===== src/rtl/szs_pkg.sv =====
`timescale 1ns/1ps
package szs_pkg;
    localparam int DW  = 32;
    localparam int HW  = DW / 2;
    localparam int BEW = DW / 8;

    typedef enum logic [1:0] {
        ST_IDLE   = 2'd0,
        ST_FIRST  = 2'd1,
        ST_SECOND = 2'd2
    } szs_state_e;

    typedef enum logic [1:0] {
        ASM_DIRECT = 2'd0,
        ASM_SWAP   = 2'd1,
        ASM_JOIN   = 2'd2
    } szs_asm_e;
endpackage


===== src/rtl/szs_ctrl.sv =====
`timescale 1ns/1ps
module szs_ctrl
    import szs_pkg::*;
#(
    parameter int AW = 30
) (
    input  logic           clk,
    input  logic           rst_n,
    input  logic           req_valid,
    input  logic           req_write,
    input  logic [AW-1:0]  req_addr,
    input  logic [BEW-1:0] req_be,
    input  logic [DW-1:0]  req_wdata,
    input  logic           bus_ready,
    input  logic           bus_size16,
    output logic           req_ready,
    output logic           cyc,
    output logic           ads,
    output logic           write_q,
    output logic [AW-1:0]  addr_q,
    output logic [BEW-1:0] be_q,
    output logic [DW-1:0]  wdata_q,
    output logic           hi_cyc,
    output logic           cap_low,
    output logic           fin,
    output szs_asm_e       asm_mode
);
    szs_state_e state, nxt;
    logic       ads_q;
    logic       lo_any, hi_any, split;

    assign lo_any = |be_q[BEW/2-1:0];
    assign hi_any = |be_q[BEW-1:BEW/2];
    assign split  = bus_size16 && lo_any && hi_any;

    // next-state logic
    always_comb begin
        nxt = state;
        unique case (state)
            ST_IDLE:   if (req_valid) nxt = ST_FIRST;
            ST_FIRST:  if (bus_ready) nxt = split ? ST_SECOND : ST_IDLE;
            ST_SECOND: if (bus_ready) nxt = ST_IDLE;
            default:   nxt = ST_IDLE;
        endcase
    end

    // state register and request capture
    always_ff @(posedge clk or negedge rst_n) begin
        if (!rst_n) begin
            state   <= ST_IDLE;
            ads_q   <= 1'b0;
            write_q <= 1'b0;
            addr_q  <= '0;
            be_q    <= '0;
            wdata_q <= '0;
        end else begin
            state <= nxt;
            ads_q <= (state == ST_IDLE && nxt == ST_FIRST) ||
                     (state == ST_FIRST && nxt == ST_SECOND);
            if (state == ST_IDLE && req_valid) begin
                write_q <= req_write;
                addr_q  <= req_addr;
                be_q    <= req_be;
                wdata_q <= req_wdata;
            end
        end
    end

    // outputs
    always_comb begin
        req_ready = 1'b0;
        cyc       = 1'b0;
        hi_cyc    = 1'b0;
        cap_low   = 1'b0;
        fin       = 1'b0;
        asm_mode  = ASM_DIRECT;
        unique case (state)
            ST_IDLE: req_ready = 1'b1;
            ST_FIRST: begin
                cyc      = 1'b1;
                hi_cyc   = !lo_any;
                cap_low  = bus_ready && split;
                fin      = bus_ready && !split;
                asm_mode = (bus_size16 && !lo_any) ? ASM_SWAP : ASM_DIRECT;
            end
            ST_SECOND: begin
                cyc      = 1'b1;
                hi_cyc   = 1'b1;
                fin      = bus_ready;
                asm_mode = ASM_JOIN;
            end
            default: req_ready = 1'b0;
        endcase
    end

    assign ads = ads_q;


    wait_hold_chk: assert property (@(posedge clk) disable iff (!rst_n)
        (cyc && !bus_ready) |=> ($stable(state) && $stable(be_q) && $stable(addr_q) && !ads_q));


    split_start_chk: assert property (@(posedge clk) disable iff (!rst_n)
        (state == ST_FIRST && bus_ready && bus_size16 && lo_any && hi_any)
            |=> (state == ST_SECOND && ads_q));


    second_end_chk: assert property (@(posedge clk) disable iff (!rst_n)
        (state == ST_SECOND && bus_ready) |=> (state == ST_IDLE));
endmodule


===== src/rtl/szs_lane_map.sv =====
`timescale 1ns/1ps
module szs_lane_map
    import szs_pkg::*;
(
    input  logic [BEW-1:0] be_q,
    input  logic           hi_cyc,
    input  logic [DW-1:0]  wdata_q,
    output logic [BEW-1:0] bus_be,
    output logic           a1,
    output logic           bhe,
    output logic           ble,
    output logic [DW-1:0]  bus_wdata
);
    localparam logic [BEW-1:0] HI_MASK = {{(BEW/2){1'b1}}, {(BEW/2){1'b0}}};

    always_comb begin
        bus_be    = hi_cyc ? (be_q & HI_MASK) : be_q;
        a1        = !(bus_be[0] || bus_be[1]);
        bhe       = bus_be[1] || (a1 && bus_be[3]);
        ble       = bus_be[0] || (a1 && bus_be[2]);
        bus_wdata = a1 ? {wdata_q[DW-1:HW], wdata_q[DW-1:HW]} : wdata_q;
    end
endmodule


===== src/rtl/szs_rd_assemble.sv =====
`timescale 1ns/1ps
module szs_rd_assemble
    import szs_pkg::*;
(
    input  logic           clk,
    input  logic           rst_n,
    input  logic           cap_low,
    input  logic           fin,
    input  szs_asm_e       asm_mode,
    input  logic [BEW-1:0] be_q,
    input  logic [DW-1:0]  bus_rdata,
    output logic           rsp_valid,
    output logic [DW-1:0]  rsp_rdata
);
    logic [HW-1:0] low_q;
    logic [DW-1:0] merged, masked;

    always_comb begin
        unique case (asm_mode)
            ASM_SWAP: merged = {bus_rdata[HW-1:0], bus_rdata[HW-1:0]};
            ASM_JOIN: merged = {bus_rdata[HW-1:0], low_q};
            default:  merged = bus_rdata;
        endcase
    end

    for (genvar b = 0; b < BEW; b++) begin : g_byte
        assign masked[8*b +: 8] = be_q[b] ? merged[8*b +: 8] : 8'h00;
    end

    always_ff @(posedge clk or negedge rst_n) begin
        if (!rst_n) begin
            low_q     <= '0;
            rsp_valid <= 1'b0;
            rsp_rdata <= '0;
        end else begin
            rsp_valid <= fin;
            if (cap_low) low_q <= bus_rdata[HW-1:0];
            if (fin) rsp_rdata <= masked;
        end
    end


    rsp_pulse_chk: assert property (@(posedge clk) disable iff (!rst_n)
        rsp_valid |=> !rsp_valid);
endmodule


===== src/rtl/szs_bus_splitter.sv =====
`timescale 1ns/1ps
module szs_bus_splitter
    import szs_pkg::*;
#(
    parameter int AW = 30
) (
    input  logic          clk,
    input  logic          rst_n,
    input  logic          req_valid,
    output logic          req_ready,
    input  logic          req_write,
    input  logic [AW-1:0] req_addr,
    input  logic [3:0]    req_be,
    input  logic [31:0]   req_wdata,
    output logic          rsp_valid,
    output logic [31:0]   rsp_rdata,
    output logic          bus_cyc,
    output logic          bus_ads,
    output logic          bus_write,
    output logic [AW-1:0] bus_addr,
    output logic [3:0]    bus_be,
    output logic          bus_a1,
    output logic          bus_bhe,
    output logic          bus_ble,
    output logic [31:0]   bus_wdata,
    input  logic [31:0]   bus_rdata,
    input  logic          bus_ready,
    input  logic          bus_size16
);
    logic [BEW-1:0] be_q;
    logic [DW-1:0]  wdata_q;
    logic           hi_cyc, cap_low, fin;
    szs_asm_e       asm_mode;

    szs_ctrl #(.AW(AW)) ctrl_i (
        .clk(clk), .rst_n(rst_n),
        .req_valid(req_valid), .req_write(req_write), .req_addr(req_addr),
        .req_be(req_be), .req_wdata(req_wdata),
        .bus_ready(bus_ready), .bus_size16(bus_size16),
        .req_ready(req_ready), .cyc(bus_cyc), .ads(bus_ads),
        .write_q(bus_write), .addr_q(bus_addr), .be_q(be_q), .wdata_q(wdata_q),
        .hi_cyc(hi_cyc), .cap_low(cap_low), .fin(fin), .asm_mode(asm_mode)
    );

    szs_lane_map lane_i (
        .be_q(be_q), .hi_cyc(hi_cyc), .wdata_q(wdata_q),
        .bus_be(bus_be), .a1(bus_a1), .bhe(bus_bhe), .ble(bus_ble),
        .bus_wdata(bus_wdata)
    );

    szs_rd_assemble asm_i (
        .clk(clk), .rst_n(rst_n),
        .cap_low(cap_low), .fin(fin), .asm_mode(asm_mode), .be_q(be_q),
        .bus_rdata(bus_rdata), .rsp_valid(rsp_valid), .rsp_rdata(rsp_rdata)
    );


    ads_in_cycle_chk: assert property (@(posedge clk) disable iff (!rst_n)
        bus_ads |-> bus_cyc);


    a1_low_lanes_chk: assert property (@(posedge clk) disable iff (!rst_n)
        (bus_cyc && bus_a1) |-> (bus_be[1:0] == 2'b00));


    wdata_dup_chk: assert property (@(posedge clk) disable iff (!rst_n)
        (bus_cyc && bus_a1 && bus_write) |-> (bus_wdata[31:16] == bus_wdata[15:0]));
endmodule


===== config.mk =====
export PLATFORM = sky130hd
export DESIGN_NAME = szs_bus_splitter
export DESIGN_NICKNAME = d
export VERILOG_FILES = /design/src/rtl/szs_pkg.sv /design/src/rtl/szs_ctrl.sv /design/src/rtl/szs_lane_map.sv /design/src/rtl/szs_rd_assemble.sv /design/src/rtl/szs_bus_splitter.sv
export SDC_FILE = /design/constraint.sdc
export NUM_CORES = 1
export LEC_CHECK = 0
export ABC_CLOCK_PERIOD_IN_PS = 2800
export CAP_MARGIN = 10
export CORE_UTILIZATION = 60
export CTS_CLUSTER_DIAMETER = 50
export CTS_CLUSTER_SIZE = 25
export DETAILED_ROUTE_END_ITERATION = 16
export DONT_BUFFER_PORTS = 1
export PLACE_DENSITY = 0.84
export SLEW_MARGIN = 40
export SYNTH_ARGS = -nofsm -noshare
export SYNTH_HDL_FRONTEND = slang
export SYNTH_HIERARCHICAL = 1
export SYNTH_SLANG_ARGS = --single-unit

===== constraint.sdc =====
create_clock -name clk -period 2.8 [get_ports clk]
set_clock_uncertainty 0.15 [all_clocks]
set_input_delay 0.42 -clock clk [delete_from_list [all_inputs] [get_ports clk]]
set_output_delay 0.42 -clock clk [all_outputs]
set_load 0.02 [all_outputs]

==> results of run 1 <==
layout make-up:
type | count | area [um2]
multi-input cells | 208 | 2190
clock buffers | 19 | 442
well taps | 108 | 135
repair buffers | 112 | 1100
flip-flops and latches | 119 | 2980
inverters | 24 | 90.1
clock inverters | 13 | 170
fillers | 462 | 1600
metrics by stage:
step	hold slack [ns]	power (mW)	instances	worst slack (ns)	cell area, um2
2_1_floorplan	-0.0256	6.48	389	0.313	5430
3_3_place_gp	-0.0232	6.67	466	0.342	5360
3_5_place_dp	-0.0234	6.81	466	0.197	5360
4_1_cts	-0.566	9.41	603	0.0281	7070
5_1_grt	-0.568	9.99	603	0.00225	7120
6_report	-0.538	9.59	603	0.0616	7120
cells by family (layout without fill, tap and decap cells):
family | count (synthesis) | in the layout | share of synthesized area, %
mux | 100 | 100 | 23.4
simple gates | 40 | 40 | 4.33
buf+inv | 64 | 168 | 7.24
flops | 119 | 119 | 54.9
compound gates | 59 | 61 | 8.53
fa+ha+maj | 7 | 7 | 1.61
worst max-delay path by stage:
stage | from | end | cells after the start
finish | ctrl_i/state[0]$_DFF_PN0_ | bus_wdata[1] | 5
global route | ctrl_i/state[0]$_DFF_PN0_ | bus_wdata[15] | 5
CTS | ctrl_i/state[1]$_DFF_PN0_ | bus_wdata[1] | 6
detailed placement | ctrl_i/state[0]$_DFF_PN0_ | asm_i/rsp_rdata[7]$_DFFE_PN0P_ | 8
global placement | ctrl_i/state[0]$_DFF_PN0_ | asm_i/rsp_rdata[7]$_DFFE_PN0P_ | 8
floorplan | ctrl_i/state[0]$_DFF_PN0_ | asm_i/rsp_rdata[10]$_DFFE_PN0P_ | 10
metal layers:
| layer | vias to the layer above | global-route usage, % |
|---|---|---|
| met3 | 26 | 9.71 |
| met1 | 1824 | 34.2 |
| met2 | 185 | 55.8 |
| li1 | 1570 | - |
| met5 | - | 0 |
| met4 | 0 | 10.3 |
critical path: stages, from the launching register on:
cell and delay (ns):
dfrtp_2 0.40, inv_2 0.10, ha_4 0.29, nor2b_4 0.21, o21bai_4 0.27, mux2_4 0.39
cells in the mapped netlist (2+ instances only):
cell | n | share of area [%]
a21oi_1 | 3 | 0.28
dfrtp_1 | 119 | 55
and4bb_1 | 2 | 0.46
buf_4 | 18 | 2.5
nand2_1 | 4 | 0.28
mux2_2 | 60 | 12
inv_1 | 24 | 1.7
a221o_1 | 16 | 3.0
nand3_1 | 2 | 0.18
buf_6 | 7 | 1.5
buf_2 | 12 | 1.1
mux2_4 | 39 | 11
o22ai_1 | 17 | 2.0
ha_1 | 7 | 1.6
and3_1 | 2 | 0.23
nor2b_1 | 18 | 2.1
a22oi_1 | 16 | 2.2
o21ai_0 | 2 | 0.18
nor2_1 | 7 | 0.48
power by group:
group	leakage, nW	switching, mW	total (mW)	internal, mW
registers	1.45	1.45	4.04	2.58
logic	1.52	1.57	3.32	1.76
clock network	0.291	0.816	2.23	1.41
flip-flops by register name (all words and copies together) (netlist names):
signal and count:
ctrl_i/ads 1, asm_i/rsp_valid 1, ctrl_i/be_q 4, ctrl_i/write_q 1, asm_i/rsp_rdata 32, asm_i/low_q 16
ctrl_i/wdata_q 32, ctrl_i/addr_q 30, ctrl_i/state 2
repair_timing:
action / 4_1_cts / 5_1_grt
endpoints found under the setup margin: 17 / 17
cloned: 2 / 0
resized for setup: 16 / 9
hold endpoints to repair: 232 / 119
setup buffers: 3 / 0
==> impl_metrics.py, run 1 <==
metrics = {
    "worst_setup_path": {
        "r2r_start": "ctrl_i/state[0]$_DFF_PN0_",
        "crit_path_max_fanout": 6,
        "arrival_ns": 2.17,
        "path_class": "register to output port",
        "cp-start-kind": "register",
        "rr_endpoint": "asm_i/rsp_rdata[14]$_DFFE_PN0P_",
        "required_ns": 2.23,
        "end_kind": "output port",
        "rrSetupSlack_ns": 0.25,
        "worst-r2r-cell-count": 8,
    },
    "clocking": {
        "numCtsBuffers": 17,
        "clock_latency_ns": 0.50,
        "hold_buffers": 100,
        "cts_root_buf": "clkbuf_8",
        "h-tree-depth": 4,
        "cts_tree": "built",
        "clkTransAtPathRegs_ns": 0.06,
        "cts.path.max_buffers": 2,
        "cts.sinks": 119,
    },
    "floorplanning": {
        "io_pins": 210,
        "core-area_mm2": 0.00872,
        "row_count": 34,
        "fp.dieArea_mm2": 0.00943,
        "die_w_um": 97.1,
        "die_y_um": 97.1,
        "initial_core_util_pct": 62.2,
    },
    "sta": {
        "worst_pin_slew_ns": 0.600,
        "min_period_ns": 2.74,
        "finalSetupViolCount": 0,
        "slew-limit-headroom_pct": 60.0,
        "hold_violations": 119,
        "drv_slew": 0,
        "min_period_over_period_pct": 97.8,
        "whs_ns": -0.538,
        "setup-tns-final_ns": 0,
        "max_clock_freq_mhz": 365,
        "rsz0062_at_grt": "false",
    },
    "global_routing": {
        "overflow": 0,
        "grt_max_degree": 120,
        "grt_use_total_pct": 30.8,
        "grt_pass1_vias": 4049,
        "antenna_found_initial": 0,
        "grt_pass1_wl_um": 22300,
    },
    "final_layout": {
        "drive_gt1_share_pct": 32.3,
        "antennaDiodeCount": 0,
        "syn2layout_area_growth_pct": 31.1,
        "final_util_pct": 81.6,
        "mostFrequentLayoutCells": "dfrtp_1 (116), dlygate4sd3_1 (100), mux2_2 (53)",
        "fin_nets": 593,
        "final_common_cell": "dfrtp_1",
    },
    "detailed_routing": {
        "drc": 0,
        "highest_layer": "met4",
        "wl_met1_um": 5260,
        "postRouteAntennaNets": 0,
        "wl_met2_um": 7570,
        "wl_per_cell_um": 23.4,
        "drt_iter0_drc": 116,
        "wl_met3_um": 1040,
        "vias": 3605,
        "wirelength_um": 14100,
        "firstDrtPassIters": 4,
        "via_per_inst": 5.98,
    },
    "placement": {
        "gp_congestion": 0.826,
        "hpwl_um": 7590,
        "io_buffers": 0,
    },
    "synthesis": {
        "synth_ff_type": "dfrtp_1",
        "async_reset_ff_share_pct": 100,
        "ys_ff_latch": 119,
        "netlist_area_mm2": 0.00543,
        "syn_avg_cell_area_um2": 14.0,
        "synth.distinct_cells": 33,
        "yosysWarnings": 6,
        "netlist_instances": 389,
        "synth_edf_count": 0,
        "seq_area_frac_synth_pct": 54.9,
        "syn_nets": 500,
    },
    "run_status": {
        "violations": "hold timing",
        "status": "complete, but fails checks",
    },
    "power": {
        "irDropWorstVdd_mv": 0.767,
        "leakagePower_nw": 3.26,
        "power-per-cell-area_mw_per_mm2": 1350,
    },
    "run": {
        "drv_cap": 0,
    },
    "hold_path": {
        "min_path_type": "input port to async pin",
    },
}
Note: power is estimated with default switching activity, not from simulation.
==> run 2: changes to the inputs <==
--- a/config.mk
+++ b/config.mk
@@ -7,12 +7,15 @@
 export LEC_CHECK = 0
 export ABC_CLOCK_PERIOD_IN_PS = 2800
 export CAP_MARGIN = 10
-export CORE_UTILIZATION = 60
+export CELL_PAD_IN_SITES_DETAIL_PLACEMENT = 1
+export CELL_PAD_IN_SITES_GLOBAL_PLACEMENT = 1
+export CORE_UTILIZATION = 49
 export CTS_CLUSTER_DIAMETER = 50
 export CTS_CLUSTER_SIZE = 25
 export DETAILED_ROUTE_END_ITERATION = 16
 export DONT_BUFFER_PORTS = 1
-export PLACE_DENSITY = 0.84
+export HOLD_SLACK_MARGIN = 0.02
+export PLACE_DENSITY = 0.86
 export SLEW_MARGIN = 40
 export SYNTH_ARGS = -nofsm -noshare
 export SYNTH_HDL_FRONTEND = slang
==> run 2 against run 1 <==
  * The run still ends with hold timing left
  * Clock power fell by 17%
  * Non-clock buffer count rose by 8
  * Global-route usage fell by 0.24 points
  * Hold slack got worse by 0.030 ns
  * Combinational power rose by 8.4%
  * Sequential power barely moved
  * Setup slack got worse by 0.013 ns
  * Largest cell class unchanged
  * Core utilization fell by 16 points
  * Routed wire length rose by 21%
==> impl_metrics.py, run 2 (same netlist as run 1, synthesis figures left out) <==
metrics = {
    "power": {
        "power_frac_comb_pct": 37.9,
        "switching_power_mw": 3.99,
        "leakagePower_nw": 3.25,
        "irDropWorstVdd_mv": 0.750,
        "p_sw_share_pct": 42.1,
        "p_int_mw": 5.49,
        "power-per-cell-area_mw_per_mm2": 1340,
        "clkPwrFrac_pct": 19.4,
        "p_seq_share_pct": 42.7,
    },
    "detailed_routing": {
        "drt_iter0_drc": 200,
        "postRouteAntennaNets": 0,
        "firstDrtPassIters": 5,
        "drc": 0,
        "via_per_inst": 5.90,
        "wirelength_um": 17100,
        "wl_per_cell_um": 26.6,
        "vias": 3784,
    },
    "worst_setup_path": {
        "endpoint": "bus_wdata[2]",
        "path_class": "register to output port",
        "end_kind": "output port",
        "rrSetupSlack_ns": 0.25,
        "rr_endpoint": "asm_i/rsp_rdata[5]$_DFFE_PN0P_",
        "worst-r2r-cell-count": 8,
        "crit_path_max_fanout": 6,
        "arrival_ns": 2.18,
        "r2r_start": "ctrl_i/state[1]$_DFF_PN0_",
        "cp-start-kind": "register",
        "crit_path_start": "ctrl_i/state[0]$_DFF_PN0_",
        "required_ns": 2.23,
    },
    "placement": {
        "dp.cells": 501,
        "gp_congestion": 0.783,
        "io_buffers": 0,
        "hpwl_um": 8720,
    },
    "clocking": {
        "h-tree-depth": 4,
        "cts_tree": "built",
        "cts.path.max_buffers": 2,
        "hold_buffers": 101,
        "cts.sinks": 119,
        "clock_latency_ns": 0.53,
        "clkTransAtPathRegs_ns": 0.05,
        "numCtsBuffers": 17,
        "cts_root_buf": "clkbuf_8",
    },
    "floorplanning": {
        "fp.dieArea_mm2": 0.0115,
        "row_count": 38,
        "io_pins": 210,
        "die_w_um": 107,
        "core-area_mm2": 0.0108,
        "die_y_um": 107,
        "initial_core_util_pct": 50.3,
    },
    "final_layout": {
        "n_fill_cell": 954,
        "layout.cells.non_filler": 641,
        "reg.largest.list": "asm_i/rsp_rdata: 32 flops, ctrl_i/wdata_q: 32 flops, ctrl_i/addr_q: 30 flops",
        "mostFrequentLayoutCells": "dfrtp_1 (117), dlygate4sd3_1 (101), mux2_2 (54)",
        "syn2layout_area_growth_pct": 30.7,
        "fin_nets": 601,
        "final_util_pct": 65.7,
        "drive_gt1_share_pct": 31.8,
        "final_common_cell": "dfrtp_1",
    },
    "sta": {
        "setup-tns-final_ns": 0,
        "hold_violations": 119,
        "whs_ns": -0.568,
        "worst_pin_slew_ns": 0.587,
        "finalSetupViolCount": 0,
        "slew-limit-headroom_pct": 60.9,
        "max_clock_freq_mhz": 363,
        "min_period_ns": 2.75,
        "min_period_over_period_pct": 98.3,
        "drv_slew": 0,
    },
    "global_routing": {
        "grt_use_total_pct": 30.6,
        "antenna_found_initial": 1,
        "grt_max_degree": 120,
        "overflow": 0,
        "grt_pass1_vias": 4379,
        "grt_pass1_wl_um": 25500,
    },
    "run_status": {
        "status": "complete, but fails checks",
        "violations": "hold timing",
    },
    "run": {
        "drv_cap": 0,
    },
    "hold_path": {
        "min_path_type": "input port to async pin",
    },
}
[run 2: changes by cell type in the layout (fill, tap and decap cells not counted), moves of 3 or more]
cell,delta
clkinv_2,+5
bufinv_16,-3
buf_4,+6
inv_6,-3
clkbuf_1,+5
clkinv_4,-3
clkinvlp_4,-3
[run 2: worst min-delay path by stage]
stage / slack, ns / cells after the start / start / endpoint
floorplan: -0.03 / 0 / rst_n / asm_i/low_q[0]$_DFFE_PN0P_
global placement: -0.02 / 0 / rst_n / asm_i/rsp_rdata[21]$_DFFE_PN0P_
detailed placement: -0.02 / 0 / rst_n / asm_i/rsp_rdata[20]$_DFFE_PN0P_
CTS: -0.59 / 0 / rst_n / asm_i/low_q[4]$_DFFE_PN0P_
global route: -0.59 / 0 / rst_n / asm_i/rsp_rdata[20]$_DFFE_PN0P_
finish: -0.57 / 0 / rst_n / asm_i/rsp_rdata[20]$_DFFE_PN0P_
[run 2: power by group through the flow]
stage / Combinational (mW) / Sequential (mW) / Clock [mW]
global placement: 2.84 / 3.93 / 0
finish: 3.60 / 4.05 / 1.84
global route: 3.78 / 4.13 / 1.94
detailed placement: 2.98 / 3.97 / 0
CTS: 3.37 / 4.00 / 1.83
floorplan: 2.88 / 3.59 / 0
[run 2: metal layers]
layer / routed length (um) / track usage [%] / vias to the layer above
li1: - / - / 1577
met1: 6190 / 32.4 / 1961
met2: 9000 / 55.3 / 207
met3: 1450 / 11.0 / 39
met4: 422 / 11.5 / 0
met5: 0 / 0 / -
[run 2: cell type report]
| type | instances | area, um2 | area share [%] |
|---|---|---|---|
| Multi-Input combinational cell | 208 | 2190 | 30.8 |
| Tap cell | 140 | 175 | 2.47 |
| Sequential cell | 119 | 2980 | 42.0 |
| Timing Repair Buffer | 120 | 1180 | 16.6 |
| Antenna cell | 1 | 2.50 | 0.0353 |
| Clock inverter | 6 | 30.0 | 0.423 |
| Clock buffer | 23 | 447 | 6.30 |
| Inverter | 24 | 92.6 | 1.31 |
[run 2: metrics by stage]
stage	area [um2]	hold WS (ns)	power, mW	worst slack, ns
6_report	7090	-0.568	9.49	0.0485
5_1_grt	7090	-0.587	9.85	-0.000403
4_1_cts	7050	-0.588	9.20	0.0193
3_5_place_dp	5430	-0.0234	6.96	0.204
3_3_place_gp	5430	-0.0235	6.77	0.338
2_1_floorplan	5430	-0.0256	6.48	0.313
[run 2: what timing repair did]
item / CTS / global route
cloned: 2 / 0
setup buffers: 3 / 4
pin swaps: 0 / 1
resized for setup: 23 / 2
endpoints found under the hold margin: 236 / 119
setup endpoints to repair: 18 / 5
[run 2: worst max-delay path: stages, from the launching register on]
cell	delay, ns
dfrtp_1	0.39
inv_2	0.12
ha_2	0.26
a21oi_4	0.05
nor2b_4	0.17
o21bai_4	0.27
mux2_4	0.39
==> run 3: changes to the inputs <==
--- a/config.mk
+++ b/config.mk
@@ -16,6 +16,7 @@
 export DONT_BUFFER_PORTS = 1
 export HOLD_SLACK_MARGIN = 0.02
 export PLACE_DENSITY = 0.86
+export SKIP_CTS_REPAIR_TIMING = 1
 export SLEW_MARGIN = 40
 export SYNTH_ARGS = -nofsm -noshare
 export SYNTH_HDL_FRONTEND = slang
==> run 3 against run 2 <==
  * The run still ends with hold timing left
  * Critical path depth stayed put
  * First-iteration DRC count decreased by 7.5%
  * Sequential share of layout area about the same
  * Via count is 1.6% lower
  * Die area did not move
  * Hold slack better by 0.020 ns
  * Largest power group unchanged
  * Clock power hardly changed
  * Maximum frequency increased by 0.30%
  * Non-clock buffer count up 1
==> impl_metrics.py, run 3 (same netlist as run 1, synthesis figures left out) <==
metrics = {
    "detailed_routing": {
        "postRouteAntennaNets": 0,
        "wirelength_um": 16000,
        "firstDrtPassIters": 4,
        "wl_per_cell_um": 25.0,
        "drt_iter0_drc": 185,
        "via_per_inst": 5.81,
        "drc": 0,
        "vias": 3722,
    },
    "floorplanning": {
        "core-area_mm2": 0.0108,
        "fp.dieArea_mm2": 0.0115,
        "initial_core_util_pct": 50.3,
        "die_y_um": 107,
        "io_pins": 210,
        "die_w_um": 107,
        "row_count": 38,
    },
    "global_routing": {
        "overflow": 0,
        "antenna_found_initial": 0,
        "grt_use_total_pct": 22.9,
        "grt_max_degree": 120,
        "grt_pass1_wl_um": 19500,
        "grt_pass1_vias": 3654,
    },
    "final_layout": {
        "final_common_cell": "dfrtp_1",
        "mostFrequentLayoutCells": "dfrtp_1 (116), dlygate4sd3_1 (101), mux2_2 (55)",
        "fin_nets": 602,
        "layout.cells.non_filler": 641,
        "final_util_pct": 65.8,
        "antennaDiodeCount": 0,
        "drive_gt1_share_pct": 32.1,
        "reg.largest.list": "asm_i/rsp_rdata: 32 flops, ctrl_i/wdata_q: 32 flops, ctrl_i/addr_q: 30 flops",
        "n_fill_cell": 962,
        "syn2layout_area_growth_pct": 30.8,
    },
    "clocking": {
        "numCtsBuffers": 17,
        "cts.sinks": 119,
        "cts_root_buf": "clkbuf_8",
        "h-tree-depth": 4,
        "cts_tree": "built",
        "clkTransAtPathRegs_ns": 0.06,
        "clock_latency_ns": 0.51,
        "cts.path.max_buffers": 2,
    },
    "worst_setup_path": {
        "end_kind": "output port",
        "arrival_ns": 2.17,
        "rrSetupSlack_ns": 0.16,
        "crit_path_max_fanout": 6,
        "required_ns": 2.23,
        "path_class": "register to output port",
        "cp-start-kind": "register",
        "worst-r2r-cell-count": 9,
        "crit_slowest_cell": "dfrtp_2",
        "r2r_start": "ctrl_i/state[0]$_DFF_PN0_",
        "cpPeakStageDelay_ns": 0.45,
        "crit_chain": "inv_4, ha_4, a21oi_2, nor2b_4, o21bai_4, mux2_4",
        "rr_endpoint": "asm_i/rsp_rdata[6]$_DFFE_PN0P_",
    },
    "sta": {
        "min_period_over_period_pct": 98.0,
        "whs_ns": -0.547,
        "slew-limit-headroom_pct": 60.4,
        "rsz0062_at_grt": "true",
        "min_period_ns": 2.74,
        "hold_violations": 119,
        "drv_slew": 0,
        "setup-tns-final_ns": 0,
        "finalSetupViolCount": 0,
        "worst_pin_slew_ns": 0.595,
        "max_clock_freq_mhz": 365,
        "worst_slack_ns": 0.0568,
    },
    "power": {
        "power-per-cell-area_mw_per_mm2": 1320,
        "leakagePower_nw": 3.25,
        "irDropWorstVdd_mv": 0.726,
    },
    "placement": {
        "dp.cells": 501,
        "gp_congestion": 0.783,
        "io_buffers": 0,
        "hpwl_um": 8720,
        "place_ws_ns": 0.204,
    },
    "hold_path": {
        "min_path_type": "input port to async pin",
    },
    "run_status": {
        "status": "complete, but fails checks",
        "violations": "hold timing",
    },
    "run": {
        "drv_cap": 0,
    },
}
-- run 3: cell types whose count changed in the layout (fill, tap and decap cells not counted), sizes merged --
cell	before	now
buf	19	20
diode	1	0
-- run 3: critical path, delay by kind of cell, from the launching register on --
kind            cells  cell delay, ns
compound gates      2            0.49
flops               1            0.45
mux                 1            0.39
fa+ha+maj           1            0.18
simple gates        1            0.08
buf+inv             1            0.07
-- run 3: cell type report --
| cell class | instances | area, um2 | area share (%) |
|---|---|---|---|
| multi-input combinational | 208 | 2190 | 30.8 |
| timing repair buffer | 121 | 1190 | 16.7 |
| sequential | 119 | 2980 | 42.0 |
| inverter | 24 | 95.1 | 1.34 |
| tap | 140 | 175 | 2.47 |
| clock buffer | 23 | 447 | 6.29 |
| clock inverter | 6 | 30.0 | 0.423 |
-- run 3: how the worst max path moves through the flow --
stage	startpoint	to	slack, ns	cells after the start
after floorplan	ctrl_i/state[0]$_DFF_PN0_	asm_i/rsp_rdata[10]$_DFFE_PN0P_	0.31	10
after CTS	ctrl_i/state[1]$_DFF_PN0_	bus_wdata[2]	-0.29	6
final	ctrl_i/state[1]$_DFF_PN0_	bus_wdata[2]	0.06	6
after detailed placement	ctrl_i/state[0]$_DFF_PN0_	asm_i/rsp_rdata[15]$_DFFE_PN0P_	0.20	8
after global routing	ctrl_i/state[1]$_DFF_PN0_	bus_wdata[2]	0.004	6
after global placement	ctrl_i/state[0]$_DFF_PN0_	asm_i/rsp_rdata[5]$_DFFE_PN0P_	0.34	8
-- run 3: metrics by stage --
step / power, mW / area (um2)
3_5_place_dp: 6.96 / 5430
5_1_grt: 9.78 / 7100
3_3_place_gp: 6.77 / 5430
4_1_cts: 8.81 / 5910
2_1_floorplan: 6.48 / 5430
6_report: 9.37 / 7100
-- run 3: routing by layer --
metal	wire length [um]	vias to the layer above	GRT usage, %
met5	0	-	0
met4	234	0	10.6
met3	1320	21	10.6
met2	8710	182	39.3
met1	5780	1934	23.6
li1	-	1585	-
-- run 3: where the power goes --
part / total [mW] / internal (mW) / switching [mW] / leakage (nW)
combinational: 3.52 / 1.83 / 1.69 / 1.56
clock: 1.81 / 1.08 / 0.728 / 0.241
sequential: 4.05 / 2.58 / 1.46 / 1.45
